[src/rtl/uart_irq_pkg.sv]
package uart_irq_pkg;
  localparam int NUM_SRC  = 4;
  localparam int SRC_RX   = 0;
  localparam int SRC_ERR  = 1;
  localparam int SRC_TX   = 2;
  localparam int SRC_MDM  = 3;
  localparam int REG_AW   = 2;
  localparam int TRIG_W   = 3;

  typedef enum logic [REG_AW-1:0] {
    REG_PEND = 2'd0,
    REG_SRC  = 2'd1,
    REG_MASK = 2'd2,
    REG_RSVD = 2'd3
  } reg_sel_e;

  function automatic int chan_factor(input int ch);
    case (ch)
      0:       return 32;
      1, 4:    return 8;
      2, 3:    return 2;
      default: return 0;
    endcase
  endfunction
endpackage

[src/rtl/uart_irq_trig.sv]
module uart_irq_trig
  import uart_irq_pkg::*;
#(
  parameter int CHANNEL = 0,
  parameter int CNT_W   = 8
) (
  input  logic              fifo_en_i,
  input  logic [TRIG_W-1:0] tx_trig_i,
  input  logic [CNT_W-1:0]  tx_count_i,
  output logic              tx_low_o
);
  localparam int FACTOR = chan_factor(CHANNEL);
  localparam int LVL_W  = TRIG_W + 6;
  localparam int CMP_W  = (CNT_W > LVL_W) ? CNT_W : LVL_W;

  logic [LVL_W-1:0] level;

  generate
    if (FACTOR == 0) begin : g_no_level
      assign level = '0;
    end else begin : g_scaled
      assign level = LVL_W'(tx_trig_i) * LVL_W'(FACTOR);
    end
  endgenerate

  assign tx_low_o = fifo_en_i && (CMP_W'(tx_count_i) <= CMP_W'(level));
endmodule

[src/rtl/uart_irq_srcreg.sv]
module uart_irq_srcreg #(
  parameter int N = 4
) (
  input  logic         clk_i,
  input  logic         rst_ni,
  input  logic [N-1:0] set_i,
  input  logic [N-1:0] clr_i,
  output logic [N-1:0] q_o
);
  for (genvar g = 0; g < N; g++) begin : g_bit
    // set takes priority over a same-cycle clear
    always_ff @(posedge clk_i or negedge rst_ni) begin
      if (!rst_ni)        q_o[g] <= 1'b0;
      else if (set_i[g])  q_o[g] <= 1'b1;
      else if (clr_i[g])  q_o[g] <= 1'b0;
    end

    AST_SET_WINS: assert property (@(posedge clk_i) disable iff (!rst_ni)
      set_i[g] |=> q_o[g]);
    AST_STICKY: assert property (@(posedge clk_i) disable iff (!rst_ni)
      (q_o[g] && !clr_i[g]) |=> q_o[g]);
    AST_CLEARED: assert property (@(posedge clk_i) disable iff (!rst_ni)
      (clr_i[g] && !set_i[g]) |=> !q_o[g]);
  end
endmodule

[src/rtl/uart_irq_regif.sv]
module uart_irq_regif
  import uart_irq_pkg::*;
(
  input  logic               clk_i,
  input  logic               rst_ni,
  input  logic               valid_i,
  input  logic               write_i,
  input  logic [REG_AW-1:0]  addr_i,
  input  logic [NUM_SRC-1:0] wdata_i,
  input  logic [NUM_SRC-1:0] src_i,
  input  logic [NUM_SRC-1:0] pend_i,
  output logic [NUM_SRC-1:0] src_clr_o,
  output logic [NUM_SRC-1:0] mask_o,
  output logic [NUM_SRC-1:0] rdata_o
);
  reg_sel_e sel;
  logic     we;

  assign sel = reg_sel_e'(addr_i);
  assign we  = valid_i && write_i;

  // both pending and source writes clear source bits
  assign src_clr_o = (we && (sel == REG_PEND || sel == REG_SRC)) ? wdata_i : '0;

  always_ff @(posedge clk_i or negedge rst_ni) begin
    if (!rst_ni)                      mask_o <= '0;
    else if (we && sel == REG_MASK)   mask_o <= wdata_i;
  end

  always_comb begin
    case (sel)
      REG_PEND: rdata_o = pend_i;
      REG_SRC:  rdata_o = src_i;
      REG_MASK: rdata_o = mask_o;
      default:  rdata_o = '0;
    endcase
  end

  AST_MASK_LOAD: assert property (@(posedge clk_i) disable iff (!rst_ni)
    (we && sel == REG_MASK) |=> (mask_o == $past(wdata_i)));
  AST_RSVD_WRITE: assert property (@(posedge clk_i) disable iff (!rst_ni)
    (we && sel == REG_RSVD) |=> $stable(mask_o));
endmodule

[src/rtl/uart_irq_ctrl.sv]
module uart_irq_ctrl
  import uart_irq_pkg::*;
#(
  parameter int CHANNEL = 0,
  parameter int CNT_W   = 8
) (
  input  logic               clk_i,
  input  logic               rst_ni,
  input  logic               reg_valid_i,
  input  logic               reg_write_i,
  input  logic [REG_AW-1:0]  reg_addr_i,
  input  logic [NUM_SRC-1:0] reg_wdata_i,
  output logic [NUM_SRC-1:0] reg_rdata_o,
  input  logic               rx_evt_i,
  input  logic               err_evt_i,
  input  logic               tx_taken_i,
  input  logic               modem_evt_i,
  input  logic               fifo_en_i,
  input  logic [TRIG_W-1:0]  tx_trig_i,
  input  logic [CNT_W-1:0]   tx_count_i,
  output logic               irq_o
);
  logic [NUM_SRC-1:0] src_set, src_clr, src_q, mask_q, pend;
  logic               tx_low;

  uart_irq_trig #(.CHANNEL(CHANNEL), .CNT_W(CNT_W)) u_trig (
    .fifo_en_i  (fifo_en_i),
    .tx_trig_i  (tx_trig_i),
    .tx_count_i (tx_count_i),
    .tx_low_o   (tx_low)
  );

  always_comb begin
    src_set          = '0;
    src_set[SRC_RX]  = rx_evt_i;
    src_set[SRC_ERR] = err_evt_i;
    src_set[SRC_TX]  = tx_taken_i || tx_low;
    src_set[SRC_MDM] = modem_evt_i;
  end

  uart_irq_srcreg #(.N(NUM_SRC)) u_src (
    .clk_i  (clk_i),
    .rst_ni (rst_ni),
    .set_i  (src_set),
    .clr_i  (src_clr),
    .q_o    (src_q)
  );

  uart_irq_regif u_regif (
    .clk_i     (clk_i),
    .rst_ni    (rst_ni),
    .valid_i   (reg_valid_i),
    .write_i   (reg_write_i),
    .addr_i    (reg_addr_i),
    .wdata_i   (reg_wdata_i),
    .src_i     (src_q),
    .pend_i    (pend),
    .src_clr_o (src_clr),
    .mask_o    (mask_q),
    .rdata_o   (reg_rdata_o)
  );

  assign pend  = src_q & ~mask_q;
  assign irq_o = |pend;

  AST_TX_LEVEL: assert property (@(posedge clk_i) disable iff (!rst_ni)
    tx_low |=> src_q[SRC_TX]);
  AST_FIFO_OFF: assert property (@(posedge clk_i) disable iff (!rst_ni)
    (!fifo_en_i && !tx_taken_i && !src_q[SRC_TX]) |=> !src_q[SRC_TX]);
  AST_MASK_ALL: assert property (@(posedge clk_i) disable iff (!rst_ni)
    (reg_valid_i && reg_write_i && reg_addr_i == REG_MASK && (&reg_wdata_i)) |=> !irq_o);
  AST_RX_EVENT: assert property (@(posedge clk_i) disable iff (!rst_ni)
    rx_evt_i |=> src_q[SRC_RX]);
endmodule

[config.mk]
export PLATFORM = sky130hd
export DESIGN_NAME = uart_irq_ctrl
export DESIGN_NICKNAME = d
export VERILOG_FILES = /design/src/rtl/uart_irq_pkg.sv /design/src/rtl/uart_irq_trig.sv /design/src/rtl/uart_irq_srcreg.sv /design/src/rtl/uart_irq_regif.sv /design/src/rtl/uart_irq_ctrl.sv
export SDC_FILE = /design/constraint.sdc
export NUM_CORES = 1
export LEC_CHECK = 0
export BUFFER_PORTS_ARGS = -buffer_cell sky130_fd_sc_hd__buf_2
export CAP_MARGIN = 20
export CORE_AREA = 2 2 39 41
export CTS_BUF_LIST = sky130_fd_sc_hd__clkbuf_8
export CTS_CLUSTER_SIZE = 20
export DETAILED_ROUTE_END_ITERATION = 10
export DIE_AREA = 0 0 41 43
export PLACE_DENSITY = 0.77
export SYNTH_ARGS = -nofsm -noshare
export SYNTH_HDL_FRONTEND = slang
export SYNTH_HIERARCHICAL = 1
export SYNTH_SLANG_ARGS = --single-unit
[constraint.sdc]
create_clock -name clk_i -period 1.6 [get_ports clk_i]
set_clock_uncertainty 0.05 [all_clocks]
set_input_delay 0.4 -clock clk_i [delete_from_list [all_inputs] [get_ports clk_i]]
set_output_delay 0.4 -clock clk_i [all_outputs]
set_load 0.05 [all_outputs]
Word-level counts from Yosys, hierarchy flattened
Index checks and enable logic that the tools add are counted.
- order comparisons: 1
- eq/ne operators: 2
- muxes and demuxes: 10
- bitwise logic cells: 2
- reductions and logical operators: 12
- operator list (cell ; number):
    $pmux W4 S3 ; 1
    $le A8 B8 Y1 ; 1
    $mux W1 ; 8
    $reduce_bool A2 Y1 ; 4
    $and A4 B4 Y4 ; 1
    $logic_and A1 B1 Y1 ; 4
    $mux W4 ; 1
    $not A4 Y4 ; 1
    $reduce_or A4 Y1 ; 1
    $eq A2 B1 Y1 const B ; 1
    $eq A2 B2 Y1 const B ; 1
    $logic_not A2 Y1 ; 1
    $logic_or A1 B1 Y1 ; 2
- register bits after elaboration: 8
- output and inout bits: 5
- word-level logic and storage cells: 32

Depth between registers and ports, before layout
- depth after elaboration: 6
- mapped depth: 7
- depth with buffers taken out: 7

Cells and area by module
The synthesis kept the hierarchy.
- by module, submodules not included (module ; times used ; cells each ; area an instance (um^2) ; sequential area each (um^2)):
    uart_irq_regif ; 1 ; 24 ; 299.0 ; 100.1
    uart_irq_srcreg ; 1 ; 12 ; 145.1 ; 100.1
    uart_irq_trig ; 1 ; 12 ; 87.6 ; 0.0
    uart_irq_ctrl ; 1 ; 6 ; 38.8 ; 0.0

Worst setup path before layout
No wires, ideal clock.
- path kind: input to register
- from: in tx_count_i[5]
- to: reg u_src.q_o[2]
- library setup time: 0.064 ns
- data arrival time: 1.743 ns
- slack: -0.257 ns
- stages on the path: 7
- path through: inv_1 > ha_1 > or4b_1 > or4_1 > a21boi_1 > or2_2 > a21o_1
- longest elaborated chain between the ends: 4
- elaborated cells between the ends (all ways): 5
- those cells by class: order compare (1); mux (1); reduce/logical (3)
- ends and longest elaborated chain (element ; line ; source):
    start, declared ; uart_irq_ctrl.sv:20 ; input logic [CNT_W-1:0] tx_count_i,
    $le A8 B8 Y1 * ; uart_irq_trig.sv:26 ; assign tx_low_o = fifo_en_i && (CMP_W'(tx_count_i) <= CMP_W'(level));
    $logic_and A1 B1 Y1 * ; uart_irq_trig.sv:26 ;
    net tx_low ; uart_irq_ctrl.sv:24 ; logic tx_low;
    $logic_or A1 B1 Y1 * ; uart_irq_ctrl.sv:37 ; src_set[SRC_TX] = tx_taken_i || tx_low;
    net src_set[2] ; uart_irq_ctrl.sv:23 ; logic [NUM_SRC-1:0] src_set, src_clr, src_q, mask_q, pend;
    $mux W1 or $reduce_bool A2 Y1 (tied branches) ; -- ;
    end signal, assigned by index ; uart_irq_srcreg.sv:13 ; if (!rst_ni) q_o[g] <= 1'b0;
    end signal, assigned by index ; uart_irq_srcreg.sv:14 ; else if (set_i[g]) q_o[g] <= 1'b1;
    end signal, assigned by index ; uart_irq_srcreg.sv:15 ; else if (clr_i[g]) q_o[g] <= 1'b0;
    end, declared ; uart_irq_srcreg.sv:8 ; output logic [N-1:0] q_o
The timed path passes the listed nets; every way through them passes the cells marked *.
A chain may end at the register's enable or synchronous reset.

Worst setup path in the final report
- from: reg u_src.q_o[0]
- to: out irq_o
- longest elaborated chain between the ends: 2
- ends and longest elaborated chain (element ; line ; source):
    $and A4 B4 Y4 ; uart_irq_ctrl.sv:63 ; assign pend = src_q & ~mask_q;
    net pend[0] ; uart_irq_ctrl.sv:23 ;
    $reduce_or A4 Y1 ; uart_irq_ctrl.sv:64 ; assign irq_o = |pend;
    end, declared ; uart_irq_ctrl.sv:21 ; output logic irq_o
The timed path passes the listed nets, and every way through them passes these cells.

==> impl_metrics.env <==
export IMPL_die_w_um=41
export IMPL_post_route_period_util_pct=117
export IMPL_grt_max_degree=9
export IMPL_slowest_stage="or4_4"
export IMPL_max_cap_violations=0
export IMPL_area_delta_synth_final_pct=66.9
export IMPL_place_ws_ns=-0.440
export IMPL_pwr_density_cell_nw_per_um2=858
export IMPL_netlist_area_um2=571
export IMPL_crit_type="register to output pin"
export IMPL_ant_nets=0
export IMPL_status="finished, violations left"
export IMPL_grt_overflow=0
export IMPL_min_path_type="input port to register"
export IMPL_routed_via_density=4.83
export IMPL_synth_top_area_share_pct=35.1
export IMPL_yosys_area_share_simple_pct=22.4
export IMPL_syn_area_per_cell_um2=10.6
export IMPL_dr_pass1_iters=4
export IMPL_clkTransAtPathRegs_ns=0.04
export IMPL_fin_ws_ns=-0.280
export IMPL_synth_xor_area_share_pct=0
export IMPL_violations="negative setup slack"
export IMPL_setup_violations=5
export IMPL_clk_latency_ns=0.23
export IMPL_synthCells=54
export IMPL_max_stage_delay_ns=0.52
export IMPL_layout_drive_gt1_share_pct=61.6
export IMPL_ir_worst_vdd_uv=394
export IMPL_critPathTopFamily="simple AND/OR/NAND/NOR gates"
export IMPL_yosysWarnings=6
export IMPL_critPathCaptureType="output pin"
export IMPL_fmax_mhz=532
export IMPL_hold_viol=0
export IMPL_root_buffer="clkbuf_8"
export IMPL_synth_seq_cells=8
export IMPL_dp_cells=109
export IMPL_htreeDepth=1
export IMPL_vias=556
export IMPL_final_cells=115
export IMPL_io_pins=31
export IMPL_synth_area_top_cells="dfrtp_1, mux2_2, mux2i_1, ha_1, o2bb2ai_1"
export IMPL_die_h_um=43
export IMPL_finalMaxSlewViolations=0
export IMPL_worstMarginPinSlew_ns=0.187
export IMPL_cts_path_max_buffers=2
export IMPL_synth_fa_ha_area_share_pct=6.58
export IMPL_synth_edf_count=0
export IMPL_muxShareOfSynthArea_pct=14.9
export IMPL_die_area_um2=1760
export IMPL_syn_nets=83
export IMPL_core_area_um2=1380
export IMPL_nets=130
export IMPL_grt_pass1_wl_um=2210
export IMPL_start_kind="register"
export IMPL_antenna_found_initial=0
export IMPL_first_global_vias=584
export IMPL_portBuffers=30
export IMPL_cp_arrival_ns=1.43
export IMPL_rsz0062_at_grt="yes"
export IMPL_synthArstFlopShare_pct=100
export IMPL_path_cells="nor2b_1 -> or4_4 -> buf_8"
export IMPL_drtIter0Drc=2
export IMPL_max_slew_margin_pct=87.2
export IMPL_hpwl_um=1120
export IMPL_wl_per_cell_um=11.9
export IMPL_start_util_pct=41.2
export IMPL_ys_flop_type="dfrtp_1"
export IMPL_routed_wl_um=1370
export IMPL_fin_crit_ns=1.88
export IMPL_drc=0
export IMPL_cts_tree="done"
export IMPL_cts_buffers=3
export IMPL_synthTopCellsByCount="dfrtp_1, inv_1"
export IMPL_yosys_area_top_type="dfrtp_1"
export IMPL_gp_congestion=0.714
export IMPL_leakagePower_nw=0.489
export IMPL_worst_path_buf_inv=1
export IMPL_fillCellCount=116
export IMPL_clkSinkCount=8
export IMPL_synth_cell_types=20
export IMPL_synth_top_family_by_area="simple AND/OR/NAND/NOR gates"
export IMPL_diodes=0
export IMPL_required_ns=1.15
export IMPL_synth_compound_area_share_pct=14.5
export IMPL_cp_max_fo=2
export IMPL_ys_seq_area_share_pct=35.1
export IMPL_p_total_mw=0.817
export IMPL_grt_usage_pct=19.3
export IMPL_num_rows=14
export IMPL_synth_most_common_cell="dfrtp_1"
## kinds of logic (layout without fill, tap and decap cells)
| group | after synthesis | in the layout |
|---|---|---|
| AND/OR/NAND/NOR | 16 | 16 |
| buffers and inverters | 8 | 53 |
| multiplexers | 8 | 8 |
| flip-flops | 8 | 8 |
| AO/OA/AOI/OAI | 11 | 11 |
| adder cells (fa/ha/maj) | 3 | 3 |
## cell type report
| type | instances | area [µm²] | share of cell area, % |
|---|---|---|---|
| clock buffer | 3 | 41.3 | 4.34 |
| inverter | 7 | 26.3 | 2.76 |
| multi-input combinational | 38 | 379 | 39.8 |
| sequential | 8 | 200 | 21.0 |
| tap | 16 | 20.0 | 2.10 |
| timing repair buffer | 43 | 285 | 30.0 |
## routing by layer
layer	global-route usage (%)	wire, µm	share of wire (%)	up-vias
li1	-	-	-	283
met1	18.6	493	36	255
met2	34.4	806	59	16
met3	3.14	53	3.9	2
met4	12.0	17	1.2	0
met5	0	0	0	-
## state kept, by name (all words and copies together) (netlist names)
name	flops
u_regif/mask_o	4
u_src/q_o	4
## per-stage QoR
step	TNS (ns)	hold slack (ns)	util, %	instance area (µm²)
2_1_floorplan	-0.257	0.0544	-	599
3_3_place_gp	-0.583	0.202	60.2	833
3_5_place_dp	-0.743	0.206	60.2	833
4_1_cts	-0.614	0.302	67.9	940
5_1_grt	-0.994	0.312	68.8	952
6_report	-0.589	0.302	68.8	952
## path summary, 6_finish.rpt
kind                              startpoint  slack (ns)           endpoint  depth (start not counted)
setup / recovery                u_src/q_o[0]       -0.28              irq_o                          3
hold / removal                     err_evt_i        0.30       u_src/q_o[1]                          2
setup reg to reg           u_regif/mask_o[3]        0.51  u_regif/mask_o[3]                          3
hold reg to reg                 u_src/q_o[0]        0.53       u_src/q_o[0]                          2
max in group asynchronous             rst_ni        0.83       u_src/q_o[1]                          2
min in group asynchronous             rst_ni        0.50  u_regif/mask_o[0]                          2
## cell usage in the layout, fill, tap and decap left out, drive strengths merged
cell,n
a21oi,1
or4,2
ha,3
inv,7
nor2b,4
dfrtp,8
nand2,1
a21boi,1
and3b,1
mux2,4
mux2i,4
or2,1
o21ai,1
a21o,4
o2bb2ai,4
or4b,1
dlygate4sd3,1
clkbuf,3
nand4b,1
and2,4
and2b,1
buf,42
## report_power, final
part	internal (mW)	leakage, nW	switching (mW)
Clock	0.163	0.0216	0.0779
Sequential	0.229	0.0843	0.0208
Combinational	0.169	0.384	0.157
## repair_timing
action,CTS,global route
resized for setup,15,1
buffers inserted,2,1
hold endpoints to repair,8,0
pin swaps,4,1
hold buffers,1,0
endpoints found under the setup margin,6,6
gates cloned,0,0
Power figures use the tool's default switching activity.
